`config.mk`:
```
export PLATFORM = sky130hd
export DESIGN_NAME = mem_stat_gatherer
export DESIGN_NICKNAME = d
export VERILOG_FILES = /design/src/rtl/msg_pkg.sv /design/src/rtl/msg_history.sv /design/src/rtl/msg_evt_unit.sv /design/src/rtl/msg_clk_counter.sv /design/src/rtl/mem_stat_gatherer.sv
export SDC_FILE = /design/constraint.sdc
export NUM_CORES = 1
export LEC_CHECK = 0
export BUFFER_PORTS_ARGS = -buffer_cell sky130_fd_sc_hd__buf_4
export CAP_MARGIN = 20
export CORE_AREA = 2 2 134 136
export DETAILED_ROUTE_END_ITERATION = 16
export DIE_AREA = 0 0 136 138
export HOLD_SLACK_MARGIN = 0.08
export PLACE_DENSITY = 0.8
export SLEW_MARGIN = 20
export SYNTH_ARGS = -nofsm -noshare
export SYNTH_HDL_FRONTEND = slang
export SYNTH_SLANG_ARGS = --single-unit
```
`constraint.sdc`:
```
create_clock -name clk -period 3.1 [get_ports clk]
set_input_delay 0.62 -clock clk [delete_from_list [all_inputs] [get_ports clk]]
set_output_delay 0.62 -clock clk [all_outputs]
set_load 0.02 [all_outputs]
```
`src/rtl/msg_pkg.sv`:
```
package msg_pkg;

  localparam int ID_W  = 6;
  localparam int EVT_W = 8;

  typedef enum logic [1:0] {
    CMD_RESET  = 2'd0,
    CMD_CLEAR  = 2'd1,
    CMD_FREEZE = 2'd2,
    CMD_RUN    = 2'd3
  } gather_cmd_e;

  localparam logic [EVT_W-1:0] EV_ANY      = 8'd0;
  localparam logic [EVT_W-1:0] EV_READ     = 8'd1;
  localparam logic [EVT_W-1:0] EV_WRITE    = 8'd2;
  localparam logic [EVT_W-1:0] EV_DIR_CHG  = 8'd3;
  localparam logic [EVT_W-1:0] EV_REPEAT   = 8'd4;
  localparam logic [EVT_W-1:0] EV_BANK_A   = 8'd5;
  localparam logic [EVT_W-1:0] EV_BANK_B   = 8'd6;
  localparam logic [EVT_W-1:0] EV_PG_MISS  = 8'd7;
  localparam logic [EVT_W-1:0] EV_AUTO_PRE = 8'd8;

  localparam logic [1:0] PSEL_HP = 2'd0;
  localparam logic [1:0] PSEL_TM = 2'd1;
  localparam logic [1:0] PSEL_BW = 2'd2;

  localparam logic [1:0] PF_LOW  = 2'd1;
  localparam logic [1:0] PF_HIGH = 2'd2;

  localparam logic [31:0] CTL_MASK = 32'h37FF_3F00;

  typedef struct packed {
    logic [ID_W-1:0] id;
    logic            write;
    logic            hp;
    logic            tm;
    logic            bw;
    logic            page_miss;
    logic            auto_pre;
    logic            bank_a;
    logic            bank_b;
  } grant_t;

  typedef struct packed {
    logic [1:0]       pmode;
    logic             id_en;
    logic [1:0]       psel;
    logic [EVT_W-1:0] evt;
    logic [ID_W-1:0]  id;
  } ctl_t;

  function automatic ctl_t unpack_ctl(input logic [31:0] w);
    ctl_t c;
    c.id    = w[13:8];
    c.evt   = w[23:16];
    c.psel  = w[25:24];
    c.id_en = w[26];
    c.pmode = w[29:28];
    return c;
  endfunction

endpackage

```
`src/rtl/msg_history.sv`:
```
module msg_history
  import msg_pkg::*;
(
  input  logic            clk,
  input  logic            rst_n,
  input  logic            flush,
  input  logic            valid,
  input  grant_t          grant,
  output logic            prev_valid,
  output logic [ID_W-1:0] prev_id,
  output logic            prev_write
);

  always_ff @(posedge clk) begin
    if (!rst_n || flush) begin
      prev_valid <= 1'b0;
      prev_id    <= '0;
      prev_write <= 1'b0;
    end else if (valid) begin
      prev_valid <= 1'b1;
      prev_id    <= grant.id;
      prev_write <= grant.write;
    end
  end

endmodule

```
`src/rtl/msg_evt_unit.sv`:
```
module msg_evt_unit
  import msg_pkg::*;
#(
  parameter int CNT_W = 32
) (
  input  logic             clk,
  input  logic             rst_n,
  input  logic             run,
  input  logic             clear,
  input  ctl_t             ctl,
  input  logic             valid,
  input  grant_t           grant,
  input  logic             prev_valid,
  input  logic [ID_W-1:0]  prev_id,
  input  logic             prev_write,
  output logic [CNT_W-1:0] count
);

  logic pri_sig;
  logic pri_ok;
  logic id_ok;
  logic evt_ok;
  logic hit;

  always_comb begin
    unique case (ctl.psel)
      PSEL_HP: pri_sig = grant.hp;
      PSEL_TM: pri_sig = grant.tm;
      PSEL_BW: pri_sig = grant.bw;
      default: pri_sig = 1'b0;
    endcase
  end

  always_comb begin
    unique case (ctl.pmode)
      PF_LOW:  pri_ok = !pri_sig;
      PF_HIGH: pri_ok = pri_sig;
      default: pri_ok = 1'b1;
    endcase
  end

  assign id_ok = !ctl.id_en || (grant.id == ctl.id);

  always_comb begin
    unique case (ctl.evt)
      EV_ANY:      evt_ok = 1'b1;
      EV_READ:     evt_ok = !grant.write;
      EV_WRITE:    evt_ok = grant.write;
      EV_DIR_CHG:  evt_ok = prev_valid && (prev_write != grant.write);
      EV_REPEAT:   evt_ok = prev_valid && (prev_id == grant.id);
      EV_BANK_A:   evt_ok = grant.bank_a;
      EV_BANK_B:   evt_ok = grant.bank_b;
      EV_PG_MISS:  evt_ok = grant.page_miss;
      EV_AUTO_PRE: evt_ok = grant.auto_pre;
      default:     evt_ok = 1'b0;
    endcase
  end

  assign hit = valid && id_ok && pri_ok && evt_ok;

  always_ff @(posedge clk) begin
    if (!rst_n || clear) begin
      count <= '0;
    end else if (run && hit) begin
      count <= count + 1'b1;
    end
  end

endmodule

```
`src/rtl/msg_clk_counter.sv`:
```
module msg_clk_counter #(
  parameter int CNT_W = 32
) (
  input  logic             clk,
  input  logic             rst_n,
  input  logic             run,
  input  logic             clear,
  input  logic [CNT_W-1:0] limit,
  output logic [CNT_W-1:0] count
);

  always_ff @(posedge clk) begin
    if (!rst_n || clear) begin
      count <= '0;
    end else if (run && (count < limit)) begin
      count <= count + 1'b1;
    end
  end

endmodule

```
`src/rtl/mem_stat_gatherer.sv`:
```
module mem_stat_gatherer
  import msg_pkg::*;
#(
  parameter int NUM_CNT = 2,
  parameter int CNT_W   = 32,
  parameter int ADDR_W  = 4
) (
  input  logic              clk,
  input  logic              rst_n,
  input  logic              reg_we,
  input  logic [ADDR_W-1:0] reg_addr,
  input  logic [31:0]       reg_wdata,
  output logic [31:0]       reg_rdata,
  input  logic              gnt_valid,
  output logic              gnt_ready,
  input  logic [ID_W-1:0]   gnt_id,
  input  logic              gnt_write,
  input  logic              gnt_hp,
  input  logic              gnt_tm,
  input  logic              gnt_bw,
  input  logic              gnt_page_miss,
  input  logic              gnt_auto_pre,
  input  logic              gnt_bank_a,
  input  logic              gnt_bank_b
);

  localparam int CTL_BASE = 2 ** (ADDR_W - 2);
  localparam int CNT_BASE = 2 ** (ADDR_W - 1);
  localparam logic [ADDR_W-1:0] A_CMD   = ADDR_W'(0);
  localparam logic [ADDR_W-1:0] A_LIMIT = ADDR_W'(1);
  localparam logic [ADDR_W-1:0] A_CLK   = ADDR_W'(2);

  grant_t           grant;
  logic             run_q;
  logic             cmd_wr;
  gather_cmd_e      wcmd;
  logic             limit_wr;
  logic             clear_all;
  logic             flush_hist;
  logic [CNT_W-1:0] limit_q;
  logic [CNT_W-1:0] clk_cnt;
  logic [31:0]      ctl_q   [NUM_CNT];
  logic [CNT_W-1:0] cnt     [NUM_CNT];
  logic [NUM_CNT*CNT_W-1:0] cnt_flat;
  logic             prev_valid;
  logic [ID_W-1:0]  prev_id;
  logic             prev_write;

  assign gnt_ready = 1'b1;

  assign grant = '{id: gnt_id, write: gnt_write, hp: gnt_hp, tm: gnt_tm,
                   bw: gnt_bw, page_miss: gnt_page_miss,
                   auto_pre: gnt_auto_pre, bank_a: gnt_bank_a,
                   bank_b: gnt_bank_b};

  assign cmd_wr     = reg_we && (reg_addr == A_CMD);
  assign wcmd       = gather_cmd_e'(reg_wdata[9:8]);
  assign limit_wr   = reg_we && (reg_addr == A_LIMIT);
  assign clear_all  = cmd_wr && ((wcmd == CMD_RESET) || (wcmd == CMD_CLEAR));
  assign flush_hist = cmd_wr && (wcmd == CMD_RESET);

  always_ff @(posedge clk) begin
    if (!rst_n) begin
      run_q <= 1'b0;
    end else if (cmd_wr) begin
      unique case (wcmd)
        CMD_RESET:  run_q <= 1'b0;
        CMD_CLEAR:  run_q <= run_q;
        CMD_FREEZE: run_q <= 1'b0;
        CMD_RUN:    run_q <= 1'b1;
        default:    run_q <= run_q;
      endcase
    end
  end

  always_ff @(posedge clk) begin
    if (!rst_n) begin
      limit_q <= '1;
    end else if (limit_wr) begin
      limit_q <= reg_wdata[CNT_W-1:0];
    end
  end

  msg_history u_hist (
    .clk        (clk),
    .rst_n      (rst_n),
    .flush      (flush_hist),
    .valid      (gnt_valid),
    .grant      (grant),
    .prev_valid (prev_valid),
    .prev_id    (prev_id),
    .prev_write (prev_write)
  );

  msg_clk_counter #(.CNT_W(CNT_W)) u_clk (
    .clk   (clk),
    .rst_n (rst_n),
    .run   (run_q),
    .clear (clear_all),
    .limit (limit_q),
    .count (clk_cnt)
  );

  for (genvar i = 0; i < NUM_CNT; i++) begin : g_cnt
    localparam logic [ADDR_W-1:0] A_CTL = ADDR_W'(CTL_BASE + i);

    always_ff @(posedge clk) begin
      if (!rst_n) begin
        ctl_q[i] <= '0;
      end else if (reg_we && (reg_addr == A_CTL)) begin
        ctl_q[i] <= reg_wdata;
      end
    end

    msg_evt_unit #(.CNT_W(CNT_W)) u_evt (
      .clk        (clk),
      .rst_n      (rst_n),
      .run        (run_q),
      .clear      (clear_all),
      .ctl        (unpack_ctl(ctl_q[i])),
      .valid      (gnt_valid),
      .grant      (grant),
      .prev_valid (prev_valid),
      .prev_id    (prev_id),
      .prev_write (prev_write),
      .count      (cnt[i])
    );

    assign cnt_flat[i*CNT_W +: CNT_W] = cnt[i];
  end

  always_comb begin
    reg_rdata = '0;
    if (reg_addr == A_CMD) begin
      reg_rdata = {22'd0, 1'b1, run_q, 8'd0};
    end else if (reg_addr == A_LIMIT) begin
      reg_rdata = 32'(limit_q);
    end else if (reg_addr == A_CLK) begin
      reg_rdata = 32'(clk_cnt);
    end
    for (int i = 0; i < NUM_CNT; i++) begin
      if (reg_addr == ADDR_W'(CTL_BASE + i)) reg_rdata = ctl_q[i] & CTL_MASK;
      if (reg_addr == ADDR_W'(CNT_BASE + i)) reg_rdata = 32'(cnt[i]);
    end
  end

endmodule

```
# After elaboration in Yosys (flattened, before gate mapping)

Memory sizes are Yosys's and may differ from the RTL's.
Index checks and enable logic that the tools add are counted.

Output and inout port bits: 33
Memories: 1
Bits of input ports: 54
Bits in registers: 137
Memory bits (writable): 64
Word-level logic and storage cells: 112

Magnitude comparators: 1
Equality and inequality tests: 37
Reductions and logical operators: 36
$add $sub $neg: 3
Bitwise operators: 3
Multiplexer cells: 23

Memories:

| memory | words | width | rd ports | clocked after Yosys merged registers in | wr ports | line                    | text |
|---|---|---|---|---|---|---|---|
| ctl_q  | 2     | 32    | 2        | 0                                       | 2        | mem_stat_gatherer.sv:42 | `logic [31:0] ctl_q [NUM_CNT];` |

Operators by type and width:

| kind                    | count |
|---|---|
| $mux W32                | 9 |
| $add A32 B1 Y32 const B | 3 |
| $eq A8 B3 Y1 const B    | 8 |
| $eq A8 B2 Y1 const B    | 4 |
| $lt A32 B32 Y1          | 1 |
| $eq A6 B6 Y1            | 3 |
| $pmux W1 S9             | 2 |
| $logic_and A1 B1 Y1     | 17 |
| $eq A8 B1 Y1 const B    | 2 |
| $eq A8 B4 Y1 const B    | 2 |
| $logic_not A8 Y1        | 2 |
| $eq A2 B2 Y1 const B    | 6 |
| $eq A2 B1 Y1 const B    | 5 |
| $eq A4 B3 Y1 const B    | 2 |
| $eq A4 B4 Y1 const B    | 2 |
| $mux W1                 | 7 |
| $logic_not A1 Y1        | 6 |
| $logic_not A2 Y1        | 3 |
| $pmux W1 S2             | 3 |
| $pmux W1 S3             | 2 |
| $logic_or A1 B1 Y1      | 5 |
| $eq A4 B1 Y1 const B    | 1 |
| $eq A4 B2 Y1 const B    | 1 |
| $logic_not A4 Y1        | 1 |
| 5 further kinds         | 6 |

# Depth between registers and ports, before layout

Gate-level depths: netlist of the first run.

Depth after elaboration: 8
Mapped depth: 10
Depth with buffers taken out: 8

# Hierarchy

A second synthesis of the first run with hierarchy kept.

Cells, all modules: 1290
Area, all modules: 10984.3 um^2

Modules (own cells, without submodules):

| module            | instances | area an instance (um^2) | cells each |
|---|---|---|---|
| msg_evt_unit      | 2         | 2078.2                  | 257 |
| mem_stat_gatherer | 1         | 4087.7                  | 443 |
| msg_clk_counter   | 1         | 2447.3                  | 306 |
| msg_history       | 1         | 292.8                   | 27 |

# Least setup slack after synthesis of the first run

No wires, ideal clock.

Kind: input to output
Start point: input reg_addr[1]
End point: output reg_rdata[14]
Data required time: 2480 ps
Path buffers: 3
Stages on the path: 6
Arrival time: 2184 ps
Slack: 296 ps
Cells stage by stage: clkbuf_1 nor4b_1 clkbuf_1 buf_1 a22oi_1 nand2_1

Longest elaborated chain between the ends: 8
Elaborated cells on any way between the ends: 14
Those cells by class: eq/ne (6); mux (7); reduce/logical (1)

Ends and longest elaborated chain:

| item               | line                     | text |
|---|---|---|
| start: declaration | mem_stat_gatherer.sv:11  | `input logic [ADDR_W-1:0] reg_addr,` |
| $eq A4 B2 Y1       | mem_stat_gatherer.sv:138 | `end else if (reg_addr == A_CLK) begin` |
| $mux W32           | mem_stat_gatherer.sv:138 |  |
| $mux W32           | mem_stat_gatherer.sv:136 | `end else if (reg_addr == A_LIMIT) begin` |
| $mux W32           | mem_stat_gatherer.sv:134 | `if (reg_addr == A_CMD) begin` |
| $mux W32           | mem_stat_gatherer.sv:142 | `if (reg_addr == ADDR_W'(CTL_BASE + i)) reg_rdata = ctl_q[i] & CTL_MASK;` |
| $mux W32           | mem_stat_gatherer.sv:143 | `if (reg_addr == ADDR_W'(CNT_BASE + i)) reg_rdata = 32'(cnt[i]);` |
| $mux W32           | mem_stat_gatherer.sv:142 |  |
| $mux W32 *         | mem_stat_gatherer.sv:143 |  |
| end: declaration   | mem_stat_gatherer.sv:13  | `output logic [31:0] reg_rdata,` |

Mark *: on every way between the ends. The rest lies on a longest branch, timed or not.

# Worst setup path in the final report of the first run

Start point: register limit_q[28]
End point: register u_clk.count[5]

Longest elaborated chain between the ends: 2

Ends and longest elaborated chain:

| item                     | line                    | text |
|---|---|---|
| start: declaration       | mem_stat_gatherer.sv:40 | `logic [CNT_W-1:0] limit_q;` |
| start signal: assignment | mem_stat_gatherer.sv:80 | `limit_q <= reg_wdata[CNT_W-1:0];` |
| $lt A32 B32 Y1           | msg_clk_counter.sv:15   | `end else if (run && (count < limit)) begin` |
| $logic_and A1 B1 Y1      | msg_clk_counter.sv:15   |  |
| end signal: assignment   | msg_clk_counter.sv:16   | `count <= count + 1'b1;` |
| end: declaration         | msg_clk_counter.sv:9    | `output logic [CNT_W-1:0] count` |

Every way passes these cells.
A chain may end at the register's enable or synchronous reset.

==> impl_metrics.yaml, run 1 <==
status:
  status: "complete, no violations"
placed_design:
  place_area_um2: 11400
  dp.final_hpwl_um: 21730
  io_buffer_count: 85
  post-place-ws_ns: 0.3203
  place_congestion: 0.9485
  place_inst: 1480
min_path:
  holdPathStages: 3
  hp-class: "in -> reg"
drt:
  topRoutingLayerUsed: "met4"
  drt_iter0_drc: 1108
  wl_met2_um: 13880
  wire_per_inst_um: 19.90
  wirelength_um: 30090
  antenna_left: 0
  dr.pass1.iters: 6
  wl_met3_um: 2806
  wl_met1_um: 12300
  drcViolationCount: 0
  via_per_inst: 6.570
  num_vias: 9934
floorplanning:
  core-area_um2: 17530
  die_x_um: 136
  rows: 49
  io_pins: 87
  die_area_um2: 18770
  initial_core_util_pct: 59.21
  dieHeight_um: 138
yosys:
  ys_ff_latch: 175
  yosys_most_used_dff: "dfxtp_1"
  synth_cell_types: 59
  synth-edff-count: 38
  syn_area_um2: 10380
  ys_warn_count: 0
  synth_nets: 1309
  yosysSeqAreaShare_pct: 37.41
  avgSynthCellArea_um2: 8.530
  async_reset_ff_share_pct: 0
  synthCells: 1217
timing:
  fin_crit_sh_pct: 89.33
  rsz0062_at_grt: "no"
  slew_headroom_pct: 36.02
  setup-tns-final_ns: 0
  period_needed_ns: 2.769
  fin_hold_ws_ns: 0.3904
  slew_viol_final: 0
  fmax_mhz: 361.1
  finalWorstSetupSlack_ns: 0.3307
  tightestPinTransition_ns: 0.9540
  skew_ns: 0.01195
  setup_viol: 0
  hold_violations: 0
global_routing:
  grt_max_degree: 59
  grt_pass1_vias: 9141
  grt_use_total_pct: 32.44
  antenna_found_initial: 0
  grt-ovfl-total: 0
  grt_pass1_wl_um: 48180
clock_network:
  clock-sinks: 175
  tritoncts: "done"
  post_cts.repair.setup_buffers: 0
  cts.reportedPaths.clkPinSlew_ns: 0.07
  cts_resized: 0
  root_buffer: "clkbuf_16"
  cts-buffers-inserted: 17
  clock_latency_ns: 0.44
  clk_path_buf_depth: 2
  h-tree-depth: 4
  ctsHoldBuffers: 0
critical_path:
  worstPathCellList: "inv_1 > ha_1 > and4_1 > a221oi_1 > o21ai_2 > buf_12 > or4_1 > a21oi_1"
  slowest_delay_ns: 0.51
  slowest_stage: "or4_1"
  cp_num_cells: 8
  crit_required_ns: 3.48
  crit_path_end_kind: "flop"
  path_buf_inv: 2
  crit_fanout: 26
  arrival_ns: 3.15
  crit_path_start_kind: "flop"
  rrSetupSlack_ns: 0.33
  reg2reg_depth: 8
  critPathKind: "reg -> reg"
  worst_path_dominant_cell_family: "compound AO/OA/AOI/OAI gates"
power:
  vdd_drop_max_v: 0.0004385
  power_density_nw_per_um2: 418.6
  p_total_mw: 5.008
  p_leak_nw: 4.983
finish:
  areaGrowthSynthToFinish_pct: 15.23
  nets: 1362
  final_cells: 1512
  drive_above_1_share_pct: 13.09
  nFillCells: 1416
  layout_common_cells: "nand2_1 (163), dfxtp_1 (137), buf_4 (114)"
  layout_commonest_cell: "nand2_1"
  design_area_um2: 11960
  antenna_cells: 0
  postLayoutCoreUtil_pct: 68.22
run:
  cap_violations: 0
-- layer usage --
| layer | track usage [%] | vias to the layer above |
|---|---|---|
| li1 | - | 4648 |
| met1 | 44.32 | 4689 |
| met2 | 50.15 | 517 |
| met3 | 5.794 | 80 |
| met4 | 14.53 | 0 |
| met5 | 0 | - |
-- sequential cells by signal (all words and copies together), names as in the netlist --
register	count
u_hist.prev_valid	1
g_cnt.u_evt.count	64
ctl_q	38
u_clk.count	32
u_hist.prev_id	6
limit_q	32
u_hist.prev_write	1
run_q	1
-- final cells by class --
cell class                 instances  area, µm²  area share, %
tap                              229      286.5          2.395
timing repair buffer             122       1016          8.493
inverter                          45      168.9          1.412
clock buffer                      24      481.7          4.027
multi-input combinational        909       6042          50.51
sequential                       175       3884          32.47
clock inverter                     8      83.83         0.7008
-- logic make-up (layout without fill, tap and decap cells) --
group | Yosys count | in the layout | share of synthesized area, %
AND/OR/NAND/NOR | 532 | 532 | 27.06
XOR/XNOR | 18 | 18 | 1.519
flip-flops | 175 | 175 | 37.41
AO/OA/AOI/OAI | 254 | 254 | 18.13
buffers and inverters | 133 | 199 | 4.905
other | 1 | 1 | 0.03612
adder cells (fa/ha/maj) | 38 | 38 | 4.580
multiplexers | 66 | 66 | 6.364
-- cells in the mapped netlist (all sizes together) (19+ instances only) --
library cell,n,share of area [%]
nand2,163,5.9
dfxtp,137,26
clkbuf,80,2.9
o211ai,31,2.2
o21ai,19,0.92
nand2b,69,4.2
inv,45,1.6
edfxtp,38,11
a22oi,45,3.3
mux2i,66,6.4
or4,22,1.6
a21oi,38,1.8
ha,38,4.6
nor2,42,1.5
and2,42,2.5
nand4,58,3.5
nor3,30,1.4
nand3,47,2.3
a221oi,21,1.8
-- tightest hold or removal path: stages --
cell and delay (ns):
buf_4 0.08, nand2_1 0.04, nand3_1 0.06
-- where the power goes --
| part | internal, mW | switching (mW) |
|---|---|---|
| Combinational | 0.185 | 0.292 |
| Clock | 1.18 | 0.933 |
| Sequential | 2.37 | 0.0483 |
-- final timing paths --
path,startpoint,to
setup / recovery,limit_q[28],u_clk.count[5]
hold / removal,reg_wdata[0],limit_q[0]
setup reg to reg,limit_q[28],u_clk.count[5]
hold reg to reg,g_cnt[0].u_evt.count[31],g_cnt[0].u_evt.count[31]
Power figures use the tool's default switching activity.
==> inputs of run 2 (changes only) <==
--- a/config.mk
+++ b/config.mk
@@ -7,9 +7,9 @@
 export LEC_CHECK = 0
 export BUFFER_PORTS_ARGS = -buffer_cell sky130_fd_sc_hd__buf_4
 export CAP_MARGIN = 20
-export CORE_AREA = 2 2 134 136
+export CORE_AREA = 2 2 128 142
 export DETAILED_ROUTE_END_ITERATION = 16
-export DIE_AREA = 0 0 136 138
+export DIE_AREA = 0 0 130 144
 export HOLD_SLACK_MARGIN = 0.08
 export PLACE_DENSITY = 0.8
 export SLEW_MARGIN = 20
==> run 2 against run 1 <==
Effect of this change: flip-flop and latch count is the same; critical path depth grew 1; routed wire length grew 0.42%; worst setup slack lost 0.16 ns; first-iteration DRC count grew 4.3%; register-to-register slack lost 0.16 ns; fmax shrank 5.6%; total power grew 0.59%; count of clock-buffer cells in the layout shrank 7; utilization grew 1.1 points; sequential power is essentially flat; critical path type unchanged; largest cell class unchanged; largest power group unchanged.
==> impl_metrics.yaml, run 2 (synthesis gave the netlist of run 1 again) <==
drt:
  drt_iter0_drc: 1156
  dr.pass1.iters: 5
  via_per_inst: 6.449
  wire_per_inst_um: 19.73
  drcViolationCount: 0
  num_vias: 9874
  antenna_left: 0
  wirelength_um: 30210
critical_path:
  crit_fanout: 31
  arrival_ns: 3.31
  crit_path_end_kind: "flop"
  reg2reg_depth: 9
  crit_path_start_kind: "flop"
  critPathKind: "reg -> reg"
  crit_required_ns: 3.48
floorplanning:
  io_pins: 87
  die_area_um2: 18720
  initial_core_util_pct: 59.59
  rows: 51
  die_x_um: 130
  dieHeight_um: 144
  core-area_um2: 17420
timing:
  slew_viol_final: 0
  rsz0062_at_grt: "no"
  fmax_mhz: 340.9
  fin_crit_sh_pct: 94.62
  setup_viol: 0
  slew_headroom_pct: 30.42
  skew_ns: 0.008669
  hold_violations: 0
  setup-tns-final_ns: 0
  period_needed_ns: 2.933
  tightestPinTransition_ns: 1.037
placed_design:
  place_area_um2: 11500
  dp.final_hpwl_um: 21980
  io_buffer_count: 85
  place_congestion: 0.9648
clock_network:
  h-tree-depth: 4
  ctsHoldBuffers: 0
  root_buffer: "clkbuf_16"
  clock-sinks: 175
  clock_latency_ns: 0.44
  cts.reportedPaths.clkPinSlew_ns: 0.07
  tritoncts: "done"
  clk_path_buf_depth: 2
  cts-buffers-inserted: 17
status:
  status: "complete, no violations"
run:
  cap_violations: 0
power:
  power_density_nw_per_um2: 417.0
  p_leak_nw: 5.039
  vdd_drop_max_v: 0.0003944
finish:
  antenna_cells: 0
  design_area_um2: 12080
  postLayoutCoreUtil_pct: 69.34
  layout_common_cells: "nand2_1 (163), dfxtp_1 (137), buf_4 (123)"
  areaGrowthSynthToFinish_pct: 16.36
  drive_above_1_share_pct: 14.00
  regMostFlops: "g_cnt.u_evt.count"
  largest_reg_flops: 64
  layout_commonest_cell: "nand2_1"
  nets: 1372
  top_regs: "g_cnt.u_evt.count x64, ctl_q x38"
global_routing:
  antenna_found_initial: 0
  grt_use_total_pct: 32.56
  grt-ovfl-total: 0
  grt_pass1_vias: 8986
  grt_max_degree: 70
  grt_pass1_wl_um: 47400
min_path:
  holdPathStages: 3
  hp-class: "in -> reg"
run 2: changes by cell type in the layout (fill, tap and decap cells not counted), moves of 3 or more:
cell        before  now
clkinvlp_4       0    3
clkbuf_1         4    0
inv_6            1    5
clkbuf_8         3    0
clkinv_4         4    0
inv_8            0    4
buf_4          114  123
run 2: what timing repair did:
| item | 4_1_cts | 5_1_grt |
|---|---|---|
| endpoints found under the setup margin | 0 | 2 |
| gates resized for setup | 0 | 1 |
| buffers inserted | 0 | 0 |
run 2: report_power, final:
part	internal, mW	switching [mW]
clock	1.14	1.00
sequential	2.37	0.0476
combinational	0.187	0.294
total	3.69	1.34
run 2: worst paths after layout:
check | start | endpoint | slack, ns
setup / recovery | limit_q[29] | u_clk.count[3] | 0.17
hold / removal | reg_wdata[0] | limit_q[0] | 0.39
setup reg to reg | limit_q[29] | u_clk.count[3] | 0.17
hold reg to reg | g_cnt[0].u_evt.count[31] | g_cnt[0].u_evt.count[31] | 0.47
run 2: per-stage QoR:
step           setup slack [ns]  power [mW]  instances  hold WS [ns]
4_1_cts                  0.2010       5.036       1531        0.3891
3_3_place_gp             0.3246       2.932       1499        0.4562
5_1_grt                 0.02007       5.189       1531        0.3969
6_report                 0.1667       5.037       1531        0.3875
3_5_place_dp             0.2363       2.939       1499        0.4602
2_1_floorplan            0.2956       2.718       1217        0.4423
run 2: final cells by class:
| cell class | instances | area [µm²] |
|---|---|---|
| Clock buffer | 17 | 425.4 |
| Clock inverter | 15 | 150.1 |
| Sequential cell | 175 | 3884 |
| Inverter | 45 | 168.9 |
| Timing Repair Buffer | 132 | 1104 |
| Fill cell | 1393 | 5341 |
| Tap cell | 238 | 297.8 |
| Multi-Input combinational cell | 909 | 6050 |
run 2: per-layer routing:
| layer | up-vias | track usage, % | wire length, µm |
|---|---|---|---|
| met1 | 4650 | 43.13 | 12420 |
| li1 | 4680 | - | - |
| met5 | - | 0 | 0 |
| met4 | 0 | 13.81 | 1110 |
| met3 | 75 | 5.364 | 2488 |
| met2 | 469 | 52.74 | 14190 |
run 2: critical path: stages (launching register included):
cell,delay (ns)
dfxtp_1,0.35
inv_1,0.08
ha_1,0.32
a21o_1,0.19
a21o_1,0.17
a221oi_1,0.49
o21ai_4,0.34
buf_4,0.27
or4_1,0.50
a21oi_1,0.16
